### src/rtl/bsr_pkg.sv
`timescale 1ns/1ps
package bsr_pkg;
  localparam int CELLS_PER_PIN = 3;
  localparam int OFS_OBS       = 0;
  localparam int OFS_DATA      = 1;
  localparam int OFS_CTRL      = 2;
  localparam logic CTRL_SAFE   = 1'b1;
  localparam logic DATA_SAFE   = 1'b0;
endpackage

### src/rtl/bsr_rst_sync.sv
`timescale 1ns/1ps
module bsr_rst_sync (
  input  logic clk,
  input  logic arst_n,
  output logic rst_n
);
  logic [1:0] sync_q;

  always_ff @(posedge clk or negedge arst_n) begin
    if (!arst_n) sync_q <= 2'b00;
    else         sync_q <= {sync_q[0], 1'b1};
  end

  assign rst_n = sync_q[1];
endmodule

### src/rtl/bsr_update_cell.sv
`timescale 1ns/1ps
module bsr_update_cell #(
  parameter logic RESET_VAL = 1'b0
) (
  input  logic clk,
  input  logic rst_n,
  input  logic capture_en,
  input  logic shift_en,
  input  logic update_en,
  input  logic cap_d,
  input  logic ser_in,
  output logic shift_q,
  output logic upd_q
);
  logic shift_d;
  logic upd_d;

  always_comb begin
    shift_d = shift_q;
    if (capture_en)    shift_d = cap_d;
    else if (shift_en) shift_d = ser_in;
  end

  always_comb begin
    upd_d = upd_q;
    if (update_en) upd_d = shift_q;
  end

  always_ff @(posedge clk or negedge rst_n) begin
    if (!rst_n) begin
      shift_q <= RESET_VAL;
      upd_q   <= RESET_VAL;
    end else begin
      shift_q <= shift_d;
      upd_q   <= upd_d;
    end
  end

  AST_UPD_HOLD: assert property (@(posedge clk) disable iff (!rst_n)
    !update_en |=> $stable(upd_q));
  AST_UPD_LOAD: assert property (@(posedge clk) disable iff (!rst_n)
    update_en |=> upd_q == $past(shift_q));
endmodule

### src/rtl/bsr_observe_cell.sv
`timescale 1ns/1ps
module bsr_observe_cell (
  input  logic clk,
  input  logic rst_n,
  input  logic capture_en,
  input  logic shift_en,
  input  logic cap_d,
  input  logic ser_in,
  output logic shift_q
);
  logic shift_d;

  always_comb begin
    shift_d = shift_q;
    if (capture_en)    shift_d = cap_d;
    else if (shift_en) shift_d = ser_in;
  end

  always_ff @(posedge clk or negedge rst_n) begin
    if (!rst_n) shift_q <= 1'b0;
    else        shift_q <= shift_d;
  end

  AST_OBS_CAPTURE: assert property (@(posedge clk) disable iff (!rst_n)
    capture_en |=> shift_q == $past(cap_d));
endmodule

### src/rtl/bsr_chain.sv
`timescale 1ns/1ps
module bsr_chain
  import bsr_pkg::*;
#(
  parameter int NUM_PINS   = 4,
  parameter int NUM_STRAPS = 1
) (
  input  logic                  tck,
  input  logic                  trst_n,
  input  logic                  tdi,
  output logic                  tdo,
  input  logic                  capture_dr,
  input  logic                  shift_dr,
  input  logic                  update_dr,
  input  logic                  extest,
  input  logic [NUM_PINS-1:0]   core_oe,
  input  logic [NUM_PINS-1:0]   core_do,
  input  logic [NUM_PINS-1:0]   pad_in,
  input  logic [NUM_STRAPS-1:0] strap_in,
  output logic [NUM_PINS-1:0]   pad_oe,
  output logic [NUM_PINS-1:0]   pad_do
);
  localparam int CHAIN_LEN = CELLS_PER_PIN * NUM_PINS + NUM_STRAPS;

  logic                 rst_n;
  logic [CHAIN_LEN-1:0] cell_q;
  logic [CHAIN_LEN-1:0] cell_in;
  logic [NUM_PINS-1:0]  ctrl_upd;
  logic [NUM_PINS-1:0]  data_upd;

  bsr_rst_sync u_rst_sync (
    .clk    (tck),
    .arst_n (trst_n),
    .rst_n  (rst_n)
  );

  assign cell_in = {tdi, cell_q[CHAIN_LEN-1:1]};
  assign tdo     = cell_q[0];

  genvar s;
  generate
    for (s = 0; s < NUM_STRAPS; s++) begin : g_strap
      bsr_observe_cell u_obs (
        .clk        (tck),
        .rst_n      (rst_n),
        .capture_en (capture_dr),
        .shift_en   (shift_dr),
        .cap_d      (strap_in[s]),
        .ser_in     (cell_in[s]),
        .shift_q    (cell_q[s])
      );
    end
  endgenerate

  genvar p;
  generate
    for (p = 0; p < NUM_PINS; p++) begin : g_pin
      localparam int BASE = NUM_STRAPS + CELLS_PER_PIN * p;

      bsr_observe_cell u_obs (
        .clk        (tck),
        .rst_n      (rst_n),
        .capture_en (capture_dr),
        .shift_en   (shift_dr),
        .cap_d      (pad_in[p]),
        .ser_in     (cell_in[BASE+OFS_OBS]),
        .shift_q    (cell_q[BASE+OFS_OBS])
      );

      bsr_update_cell #(.RESET_VAL(DATA_SAFE)) u_data (
        .clk        (tck),
        .rst_n      (rst_n),
        .capture_en (capture_dr),
        .shift_en   (shift_dr),
        .update_en  (update_dr),
        .cap_d      (core_do[p]),
        .ser_in     (cell_in[BASE+OFS_DATA]),
        .shift_q    (cell_q[BASE+OFS_DATA]),
        .upd_q      (data_upd[p])
      );

      bsr_update_cell #(.RESET_VAL(CTRL_SAFE)) u_ctrl (
        .clk        (tck),
        .rst_n      (rst_n),
        .capture_en (capture_dr),
        .shift_en   (shift_dr),
        .update_en  (update_dr),
        .cap_d      (~core_oe[p]),
        .ser_in     (cell_in[BASE+OFS_CTRL]),
        .shift_q    (cell_q[BASE+OFS_CTRL]),
        .upd_q      (ctrl_upd[p])
      );
    end
  endgenerate

  always_comb begin
    if (extest) begin
      pad_oe = ~ctrl_upd;
      pad_do = data_upd;
    end else begin
      pad_oe = core_oe;
      pad_do = core_do;
    end
  end

  AST_SHIFT_ENTRY: assert property (@(posedge tck) disable iff (!rst_n)
    (shift_dr && !capture_dr) |=> cell_q[CHAIN_LEN-1] == $past(tdi));
  AST_TDO_ADVANCE: assert property (@(posedge tck) disable iff (!rst_n)
    (shift_dr && !capture_dr) |=> tdo == $past(cell_q[1]));
  AST_PADS_STEADY: assert property (@(posedge tck) disable iff (!rst_n)
    (extest && $past(extest) && !$past(update_dr)) |-> $stable(pad_oe));
endmodule

### config.mk
export PLATFORM = sky130hd
export DESIGN_NAME = bsr_chain
export DESIGN_NICKNAME = d
export VERILOG_FILES = /design/src/rtl/bsr_pkg.sv /design/src/rtl/bsr_rst_sync.sv /design/src/rtl/bsr_update_cell.sv /design/src/rtl/bsr_observe_cell.sv /design/src/rtl/bsr_chain.sv
export SDC_FILE = /design/constraint.sdc
export NUM_CORES = 1
export LEC_CHECK = 0
export BUFFER_PORTS_ARGS = -buffer_cell sky130_fd_sc_hd__buf_2
export CORE_ASPECT_RATIO = 1.2
export CORE_MARGIN = 2
export CORE_UTILIZATION = 50
export DETAILED_ROUTE_END_ITERATION = 10
export HOLD_SLACK_MARGIN = 0.06
export PLACE_DENSITY = 0.77
export SYNTH_ARGS = -nofsm -noshare
export SYNTH_HDL_FRONTEND = slang
export SYNTH_SLANG_ARGS = --single-unit
### constraint.sdc
create_clock -name tck -period 1 [get_ports tck]
set_input_delay 0.15 -clock tck [delete_from_list [all_inputs] [get_ports tck]]
set_output_delay 0.15 -clock tck [all_outputs]
set_load 0.02 [all_outputs]
==> results of run 1 <==
-- final cells by class --
class                   count  area (um2)  area share [%]
flip-flops and latches     23         586            39.7
multi-input cells          54         448            30.3
repair buffers             45         372            25.2
well taps                  30        37.5            2.54
clock buffers               4        26.3            1.78
inverters                   2        7.51           0.508
-- layout by cell type, fill, tap and decap left out, types with 4 or more instances in the layout --
master,n
mux2i_1,19
dfrtp_1,15
mux2_2,8
buf_2,21
mux2_4,4
o21ai_1,6
buf_6,7
nand2_1,9
buf_4,5
dfstp_2,8
dlygate4sd3_1,9
-- per-stage QoR --
stage / instance area, um2 / setup WS, ps
floorplan: 1070 / 70.2
global placement: 1270 / -42.1
detailed placement: 1270 / -44.4
CTS: 1440 / -268
global route: 1480 / -295
finish: 1480 / -250
-- registers in the layout (all words and copies together) (netlist names) --
register               cells
g_pin.u_obs.shift_q        4
g_strap.u_obs.shift_q      1
g_pin.u_data.upd_q         4
u_rst_sync.sync_q          2
g_pin.u_ctrl.upd_q         4
g_pin.u_ctrl.shift_q       4
g_pin.u_data.shift_q       4
-- path summary, 6_finish.rpt --
kind / from / to / slack [ps] / cells past startpoint
setup / recovery: g_pin[0].u_data.upd_q$_DFFE_PN0P_ / pad_do[0] / -250 / 2
hold / removal: pad_in[2] / g_pin[2].u_obs.shift_q$_DFFE_PN0P_ / 70 / 3
setup reg to reg: g_strap[0].u_obs.shift_q$_DFFE_PN0P_ / g_strap[0].u_obs.shift_q$_DFFE_PN0P_ / 40 / 4
hold reg to reg: u_rst_sync.sync_q[1]$_DFF_PN0_ / g_pin[2].u_data.upd_q$_DFFE_PN0P_ / 150 / 0
min in group asynchronous: trst_n / u_rst_sync.sync_q[0]$_DFF_PN0_ / 150 / 2
max in group asynchronous: u_rst_sync.sync_q[1]$_DFF_PN0_ / g_pin[3].u_ctrl.upd_q$_DFFE_PN1P_ / 380 / 1
-- logic make-up (layout without fill, tap and decap cells) --
family / Yosys count / count (layout) / synth area share [%]
buffers and inverters: 8 / 51 / 5.50
AO/OA/AOI/OAI: 11 / 11 / 5.15
multiplexers: 31 / 31 / 30.4
other: 1 / 1 / 0.351
flip-flops: 23 / 23 / 54.7
AND/OR/NAND/NOR: 11 / 11 / 3.86
-- power by group through the flow --
stage          Combinational, W  Sequential [W]  Clock (W)
6_report               0.000529         0.00115   0.000408
5_1_grt                0.000572         0.00117   0.000462
4_1_cts                0.000501         0.00115   0.000439
3_5_place_dp           0.000417         0.00116          0
3_3_place_gp           0.000407         0.00116          0
2_1_floorplan          0.000276         0.00115          0
-- routing by layer --
metal	global-route usage, %	routed length [um]
met4	11.4	44
met5	0	0
met2	32.2	1080
met3	3.30	54
met1	20.2	820
-- timing repair --
item / 4_1_cts / 5_1_grt
buffers inserted: 1 / 2
hold buffers: 9 / 0
gates resized for setup: 15 / 5
pin swaps: 1 / 1
setup endpoints to repair: 9 / 9
endpoints found under the hold margin: 10 / 0
-- worst reg2reg max path, stage by stage (launching register included) --
cell     delay [ps]
dfrtp_1         410
buf_4           140
buf_4           120
mux2i_1         120
o21ai_1          80
==> summary.txt, run 1 <==
Layout
  • # fillers: approximately 150
  • Finished Core Util: ~72%
  • Layout area overhead: 38.0%
  • # diodes: 0
  • Non-filler instance count after layout: ~160
  • Nets: 149
  • Layout cells sized above 1: 47.7%

Clock tree
  • CTS tree: yes
  • # clock sinks: 23
  • Htree depth: 1
  • Buffer depth of the longest clock path: 2
  • Worst skew pair latency: around 300 ps
  • Clock Tree Root: clkbuf_4
  • Reg clk slew, reported paths: 120 ps
  • TritonCTS buffer count: 3

Synth
  • Ranking of synthesized cells by area: dfrtp_1 (35%), dfstp_2 (20%), mux2i_1 (18%), mux2_2 (13%), nand2_1 (3.2%)
  • Count leader, synth: mux2i_1
  • Syn_nets: 105
  • Yosys warns: 0
  • Netlist cell types: 14
  • Post-synth top area share: 35.1%
  • Post-synth EDFFs: 0
  • Synth top cells by count: mux2i_1 (19), dfrtp_1 (15), mux2_2 (12)
  • Synth area leader: dfrtp_1
  • Mapped cell area: 1070 um2
  • Cell count after synthesis: 85
  • Ys async rst share: 100%
  • Synth Register Bits: 23
  • Top_reg_cell synth: dfrtp_1
  • Sequential area share after synthesis: 54.7%
  • Syn avg cell area: 12.6 um2

Worst setup path
  • Crit path launch type: flip-flop
  • Worst-path fanout max: 2
  • Critical path type: flip-flop to output port
  • Setup crit end kind: output port
  • CP max stage cell: dfrtp_1
  • Cell family with most CP delay: flip-flops
  • WP data required: 850 ps
  • Delay of the slowest critical-path stage: 400 ps
  • Crit path DAT: about 1100 ps
  • Worst Path Buf+Inv: 1
  • Crit path cell chain: mux2_4, buf_6

Power
  • Cell internal pwr: around 0.0015 W
  • Share of total power in the clock network: between 15 and 20%
  • Switch share: a little over a quarter
  • Sequential share of power: between 50 and 60%
  • Total power draw: around 0.0021 W
  • Psw: approximately 0.00055 W
  • Maximum VDD drop: between 1 and 1.5 mV
  • PD cells: around 1400 nW/um2
  • Comb power frac: 25.4%
  • Leak Pwr: roughly 0.73 nW

Timing
  • Worst Skew: 4.68 ps
  • Hold WS: between 70 and 80 ps
  • Final setup violation count: 8
  • Worst setup margin: -250 ps
  • Crit path time final: between 1000 and 1500 ps
  • Final Hold Vio Count: 0
  • Unrepaired setup endpoints after global routing: yes
  • Final Cycle Share: 125%
  • Setup TNS: -1780 ps
  • Max Slew Vio Count: 0
  • Max Fclk: 800 MHz

Detailed routing
  • Routed WL: around 2 mm
  • WL per Instance: 12.6 um
  • DRT antenna net count: 0
  • Post-route DRC: 0
  • DR vias/cell: 4.86
  • Vias: roughly 770
  • Drt pass-1 iters: 1
  • DR iter-0 viols: 0

Placed design
  • Hpwl dp: roughly 1.4 mm
  • Port Buffers: 28
  • GPL Wtd Cong: ~0.7
  • Post-Place Cells: 142

Floorplan
  • Die H: around 55 um
  • Std-Cell Rows: 18
  • Core Area: 2050 um2
  • Die area: 2530 um2
  • Ports: 29
  • Die width: approximately 46 um
  • Initial core utilization: a little over half

Min path
  • HP Class: input pin to flip-flop

Global routing
  • GRT Overall Usage: a little under a fifth
  • First-pass GRT wire length: between 3 and 4 mm
  • Largest net degree at the start of global routing: 23
  • Vias in the first global route: between 700 and 800
  • Initial antenna violation count: 0
  • GRT overflow: 0

Run status
  • Failing checks: negative setup slack
  • Status: finished, violations left

Flow run
  • Max cap viols: 0
Note: power is estimated with default switching activity, not from simulation.
==> inputs of run 2 (changes only) <==
- CORE_ASPECT_RATIO: 1.2 -> unset
==> summary.txt, run 2 (synthesis gave the netlist of run 1 again) <==
Layout
  • # fillers: 146 (-3.9%)
  • Most frequent cells in the layout: buf_2 (22), mux2i_1 (19), dfrtp_1 (15)
  • Commonest non-fill, non-tap cell in the layout: buf_2
  • Nets: 148 (-0.67%)
  • Layout cells sized above 1: 45.7% (-2.0 points)
  • Fin area: 1440 um2 (-2.4%)
  • # diodes: 0 (unchanged)
  • Layout area overhead: 34.7%

Worst setup path
  • Cell family with most CP delay: flip-flops
  • Setup crit end kind: output port
  • Worst-path fanout max: 2 (unchanged)
  • Critical path type: flip-flop to output port
  • Crit path launch type: flip-flop
  • Reg2Reg Launch Point: g_pin[1].u_ctrl.shift_q$_DFFE_PN1P_
  • Crit path cell chain: mux2_4, buf_6
  • FF-to-FF End: g_pin[1].u_data.shift_q$_DFFE_PN0P_
  • FF-to-FF setup slack: 160 ps (+120 ps)
  • CP max stage cell: dfrtp_1
  • Delay of the slowest critical-path stage: 400 ps (about the same)
  • WP data required: 850 ps (about the same)
  • Worst Path Buf+Inv: 1 (unchanged)
  • Crit path DAT: 1100 ps (about the same)
  • Reg2Reg Depth: 2 (-2)

Floorplan
  • Die width: 50.3 um (+8.7%)
  • Die H: 50.3 um (-8.1%)
  • Ports: 29 (unchanged)
  • Core Area: 1980 um2 (-3.3%)
  • Std-Cell Rows: 16 (-2)
  • Initial core utilization: 54.0% (+1.8 points)
  • Die area: 2530 um2 (about the same)

Power
  • Leak Pwr: 0.711 nW (-2.0%)
  • Maximum VDD drop: 1.15 mV (-2.1%)
  • PD cells: 1440 nW/um2 (+2.0%)

Timing
  • Worst Skew: 5.85 ps (+1.17 ps)
  • Unrepaired setup endpoints after global routing: yes
  • Worst setup margin: -251 ps (-0.702 ps)
  • Crit path time final: 1250 ps (+0.702 ps)
  • Max Slew Vio Count: 0 (unchanged)
  • Final Hold Vio Count: 0 (unchanged)
  • Final Cycle Share: 125% (about the same)
  • Max Fclk: 800 MHz (about the same)
  • Final setup violation count: 9 (+1)

Min path
  • Worst Hold Path EP: g_pin[0].u_data.shift_q$_DFFE_PN0P_
  • Hold Path Cell Cnt: 3 (unchanged)
  • HP Class: input pin to flip-flop
  • Worst hold start: core_do[0]

Clock tree
  • # clock sinks: 23 (unchanged)
  • Reg clk slew, reported paths: 120 ps (about the same)
  • Buffer depth of the longest clock path: 2 (unchanged)
  • Worst skew pair latency: 300 ps (about the same)
  • CTS tree: yes
  • Htree depth: 1 (unchanged)
  • Clock Tree Root: clkbuf_4
  • TritonCTS buffer count: 3 (unchanged)

Global routing
  • Initial antenna violation count: 0 (unchanged)
  • Met3 usage: 3.27% (-0.027 points)
  • Vias in the first global route: 840 (+12%)
  • Largest net degree at the start of global routing: 23 (unchanged)
  • Busiest grt layer: met2
  • Met1 Usage GRT: 24.9% (+4.7 points)
  • Met2 GRT Util: 35.1% (+2.9 points)
  • First-pass GRT wire length: 3.83 mm (+22%)
  • GRT Overall Usage: 20.3% (+1.9 points)
  • GRT overflow: 0 (unchanged)

Placed design
  • GPL Wtd Cong: 0.713 (+0.69%)
  • Dpl ws: -45.4 ps (-0.990 ps)
  • Port Buffers: 28 (unchanged)
  • Hpwl dp: 1.34 mm (-1.2%)
  • Placed cell area: 1250 um2 (-1.9%)

Detailed routing
  • Vias: 776 (+1.0%)
  • Post-route DRC: 0 (unchanged)
  • DRT antenna net count: 0 (unchanged)
  • DR vias/cell: 5.04 (+3.7%)
  • WL per Instance: 13.7 um (+8.7%)
  • Drt pass-1 iters: 3 (+2)
  • Routed WL: 2.11 mm (+6.0%)
  • DR iter-0 viols: 2 (+2)

Run status
  • Status: finished, violations left
  • Failing checks: negative setup slack

Flow run
  • Max cap viols: 0 (unchanged)
==> run 2: cell count changes in the layout (fill, tap and decap cells not counted), sizes merged <==
cell,delta
buf,-2
dlygate4sd3,+1
==> run 2: worst register-to-register path: stages (launching register included) <==
cell and delay [ps]:
dfstp_2 560, mux2i_1 60, o21ai_0 150
==> run 2: worst max path at each step <==
| stage | start | to | cells after the start |
|---|---|---|---|
| 2_1_floorplan | extest | pad_oe[0] | 2 |
| 3_3_place_gp | extest | pad_do[0] | 3 |
| 3_5_place_dp | extest | pad_do[0] | 3 |
| 4_1_cts | g_pin[2].u_data.upd_q$_DFFE_PN0P_ | pad_do[2] | 2 |
| 5_1_grt | g_pin[0].u_ctrl.upd_q$_DFFE_PN1P_ | pad_oe[0] | 2 |
| 6_report | g_pin[3].u_data.upd_q$_DFFE_PN0P_ | pad_do[3] | 2 |
==> run 2: routing by layer <==
layer | part of all wire (%) | vias to the layer above
li1 | - | 374
met1 | 44 | 383
met2 | 52 | 15
met3 | 2.9 | 4
met4 | 1.1 | 0
met5 | 0 | -
==> run 2: layout make-up <==
cell class              instances  area (um2)  area share (%)
repair buffers                 44         344            23.9
inverters                       2        7.51           0.521
clock buffers                   4        26.3            1.82
flip-flops and latches         23         586            40.6
multi-input cells              54         444            30.8
well taps                      27        33.8            2.34
==> run 2: stage by stage <==
step                      util (%)  TNS [ps]  std cells  power [W]  hold WS [ps]
final                         72.7     -1850        154    0.00208          77.2
after CTS                     72.0     -1870        152    0.00206          67.0
after global routing          72.7     -2250        154    0.00219          91.2
after detailed placement      62.9      -205        138    0.00157         -62.5
after global placement        62.9      -128        138    0.00155         -65.5
after floorplan                  -         0         85    0.00143          -146
==> run 2: where the power goes <==
part | switching, W | total [W] | internal (W)
combinational | 0.000222 | 0.000508 | 0.000287
clock | 0.000262 | 0.000418 | 0.000155
sequential | 0.0000749 | 0.00115 | 0.00108
==> run 2: repair_timing <==
| item | CTS | global route |
|---|---|---|
| endpoints found under the setup margin | 9 | 9 |
| endpoints found under the hold margin | 11 | 0 |
| pin swaps | 2 | 0 |
| setup buffers | 0 | 2 |
| resized for setup | 16 | 0 |
| hold buffers | 10 | 0 |
==> inputs of run 3 (changes only) <==
- SYNTH_HIERARCHICAL: unset -> 1
==> summary.txt, run 3 <==
Synth
  • Post-synth EDFFs: 0 (unchanged)
  • Synth area leader: dfrtp_1
  • Cell count after synthesis: 85 (unchanged)
  • Count leader, synth: mux2i_1
  • Ys async rst share: 100% (unchanged)
  • Netlist cell types: 11 (-3)
  • Top_reg_cell synth: dfrtp_1
  • Synth Register Bits: 23 (unchanged)
  • Yosys warns: 6 (+6)
  • Ranking of synthesized cells by area: dfrtp_1 (35%), dfstp_2 (19%), mux2_4 (17%), mux2i_1 (15%), o21ai_1 (6.0%)
  • Syn avg cell area: 12.7 um2 (+0.82%)
  • Synth top cells by count: mux2i_1 (16), dfrtp_1 (15), nand2_1 (13), o21ai_1 (13), mux2_4 (12)
  • Syn_nets: 105 (unchanged)
  • Sequential area share after synthesis: 54.3% (-0.44 points)
  • Post-synth top area share: 34.8% (-0.28 points)
  • Mapped cell area: 1080 um2 (+0.82%)

Layout
  • Nets: 146 (-1.4%)
  • Layout cells sized above 1: 45.6% (-0.069 points)
  • Finished Core Util: 69.4% (-3.3 points)
  • # diodes: 0 (unchanged)
  • Layout area overhead: 28.9%
  • Most frequent cells in the layout: buf_2 (23), mux2i_1 (16), dfrtp_1 (15)
  • Commonest non-fill, non-tap cell in the layout: buf_2

Worst setup path
  • WP data required: 850 ps (about the same)
  • Reg2Reg Depth: 2 (unchanged)
  • Crit path launch type: flip-flop
  • Cell family with most CP delay: flip-flops
  • Critical path depth: 2 (unchanged)
  • Critical path type: flip-flop to output port
  • Worst setup path startpoint: g_pin[0].u_ctrl/upd_q$_DFFE_PN1P_
  • CP max stage cell: dfstp_2
  • Crit path cell chain: mux2i_1, buf_2
  • Crit path DAT: 1120 ps (+20 ps)
  • Worst Path Buf+Inv: 1 (unchanged)
  • Setup crit end kind: output port
  • Delay of the slowest critical-path stage: 560 ps (+160 ps)
  • Worst-path fanout max: 2 (unchanged)
  • Reg2Reg Launch Point: g_pin[2].u_data/upd_q$_DFFE_PN0P_

Timing
  • Hold WS: 54.3 ps (-22.9 ps)
  • Final Cycle Share: 127% (+2.4 points)
  • Crit path time final: 1270 ps (+23.9 ps)
  • Max Fclk: 785 MHz (-1.9%)
  • Max Slew Vio Count: 0 (unchanged)
  • Worst Skew: 14.9 ps (+9.07 ps)
  • Worst setup margin: -274 ps (-23.9 ps)
  • Final Hold Vio Count: 0 (unchanged)
  • Unrepaired setup endpoints after global routing: yes
  • Final setup violation count: 8 (-1)

Detailed routing
  • DR top layer: met4
  • WL per Instance: 13.9 um (+1.3%)
  • Routed WL: 2.11 mm (about the same)
  • Vias: 749 (-3.5%)
  • DR vias/cell: 4.93 (-2.2%)
  • DRT antenna net count: 0 (unchanged)
  • DR iter-0 viols: 11 (+9)
  • Drt pass-1 iters: 4 (+1)
  • Post-route DRC: 0 (unchanged)
  • Met2 WL: 1.06 mm (-3.3%)
  • DR WL met3: 81 um (+31%)
  • M1 WL: 966 um (+3.3%)

Clock tree
  • TritonCTS buffer count: 3 (unchanged)
  • Buffer depth of the longest clock path: 2 (unchanged)
  • Worst skew pair latency: 300 ps (about the same)
  • Htree depth: 1 (unchanged)
  • # clock sinks: 23 (unchanged)
  • Reg clk slew, reported paths: 130 ps (about the same)
  • Clock Tree Root: clkbuf_4
  • CTS tree: yes

Min path
  • HP Class: input pin to flip-flop
  • Hold Path Cell Cnt: 4 (+1)
  • Worst hold start: core_oe[1]

Power
  • Cell internal pwr: 0.00150 W (-0.99%)
  • Switch share: 27.1% (+0.18 points)
  • Sequential share of power: 55.1% (-0.3 points)
  • Maximum VDD drop: 0.922 mV (-20%)
  • Psw: 0.000558 W (about the same)
  • Share of total power in the clock network: 19.8% (-0.3 points)
  • PD cells: 1480 nW/um2 (+2.9%)
  • Comb power frac: 25.1% (+0.6 points)
  • Leak Pwr: 0.714 nW (+0.46%)

Floorplan
  • Core Area: 2000 um2 (+1.0%)
  • Ports: 29 (unchanged)
  • Initial core utilization: 53.9% (-0.10 points)
  • Die H: 50.4 um (+0.38%)
  • Die area: 2540 um2 (+0.76%)
  • Std-Cell Rows: 16 (unchanged)
  • Die width: 50.4 um (+0.38%)

Global routing
  • Initial antenna violation count: 0 (unchanged)
  • GRT overflow: 0 (unchanged)
  • Largest net degree at the start of global routing: 27 (+17%)
  • GRT Overall Usage: 17.4% (-2.9 points)
  • First-pass GRT wire length: 3.31 mm (-14%)
  • Vias in the first global route: 737 (-12%)

Run status
  • Failing checks: negative setup slack
  • Status: finished, violations left

Flow run
  • Max cap viols: 0 (unchanged)

Placed design
  • Hpwl dp: 1.43 mm (+6.5%)
  • GPL Wtd Cong: 0.677 (-5.0%)
  • Port Buffers: 28 (unchanged)
[run 3: changes by cell type in the layout (fill, tap and decap cells not counted), moves of 2 or more]
cell	delta
o21ai_0	-3
mux2_4	+8
nand2_1	+4
dlygate4sd3_1	-6
mux2i_1	-3
mux2_2	-8
o21ai_1	+7
inv_1	+2
[run 3: tightest hold or removal path, stage by stage]
cell and delay (ps):
buf_2 70, inv_1 40, nand2_1 50, o21ai_1 60
[run 3: path summary, 6_finish.rpt]
kind,to,slack (ps)
setup / recovery,pad_oe[0],-270
hold / removal,g_pin[1].u_ctrl/shift_q$_DFFE_PN1P_,50
setup reg to reg,g_pin[2].u_data/upd_q$_DFFE_PN0P_,90
hold reg to reg,g_pin[3].u_obs/shift_q$_DFFE_PN0P_,190
max in group asynchronous,g_pin[0].u_ctrl/shift_q$_DFFE_PN1P_,520
min in group asynchronous,u_rst_sync/sync_q[0]$_DFF_PN0_,150
[run 3: metal layers]
metal | up-vias | track usage (%)
li1 | 370 | -
met1 | 359 | 23.8
met2 | 18 | 29.2
met3 | 2 | 2.68
met4 | 0 | 4.05
met5 | - | 0
[run 3: cell families after synthesis]
family | after synthesis | share of synthesized area (%)
compound gates | 14 | 6.50
buf+inv | 5 | 2.44
flops | 23 | 54.3
mux | 28 | 31.6
other cells | 1 | 0.348
simple gates | 14 | 4.87
[run 3: cell type report]
class / count / area, um2
sequential: 23 / 586
inverter: 4 / 15.0
multi-input combinational: 57 / 467
fill: 154 / 612
clock buffer: 3 / 22.5
timing repair buffer: 37 / 262
clock inverter: 1 / 5.00
tap: 27 / 33.8
[run 3: power groups by stage]
stage	clock network, W	logic [W]	registers, W
after global routing	0.000464	0.000557	0.00115
after detailed placement	0	0.000445	0.00115
after global placement	0	0.000430	0.00114
final	0.000409	0.000516	0.00114
after floorplan	0	0.000278	0.00114
after CTS	0.000411	0.000489	0.00113
[run 3: what timing repair did]
action	CTS	global route
hold buffers	4	0
buffers inserted	1	2
pin swaps	0	0
gates resized for setup	6	4
setup endpoints to repair	8	9
hold endpoints to repair	5	0
[run 3: per-stage QoR]
step | cell area, um2 | setup WS, ps | instances | total power, W | setup TNS [ps]
global placement | 1270 | -28.2 | 141 | 0.00157 | -102
finish | 1390 | -274 | 152 | 0.00206 | -1960
floorplan | 1080 | 133 | 85 | 0.00142 | 0
CTS | 1360 | -273 | 150 | 0.00203 | -1960
detailed placement | 1270 | -42.5 | 141 | 0.00160 | -180
global route | 1390 | -326 | 152 | 0.00217 | -2380
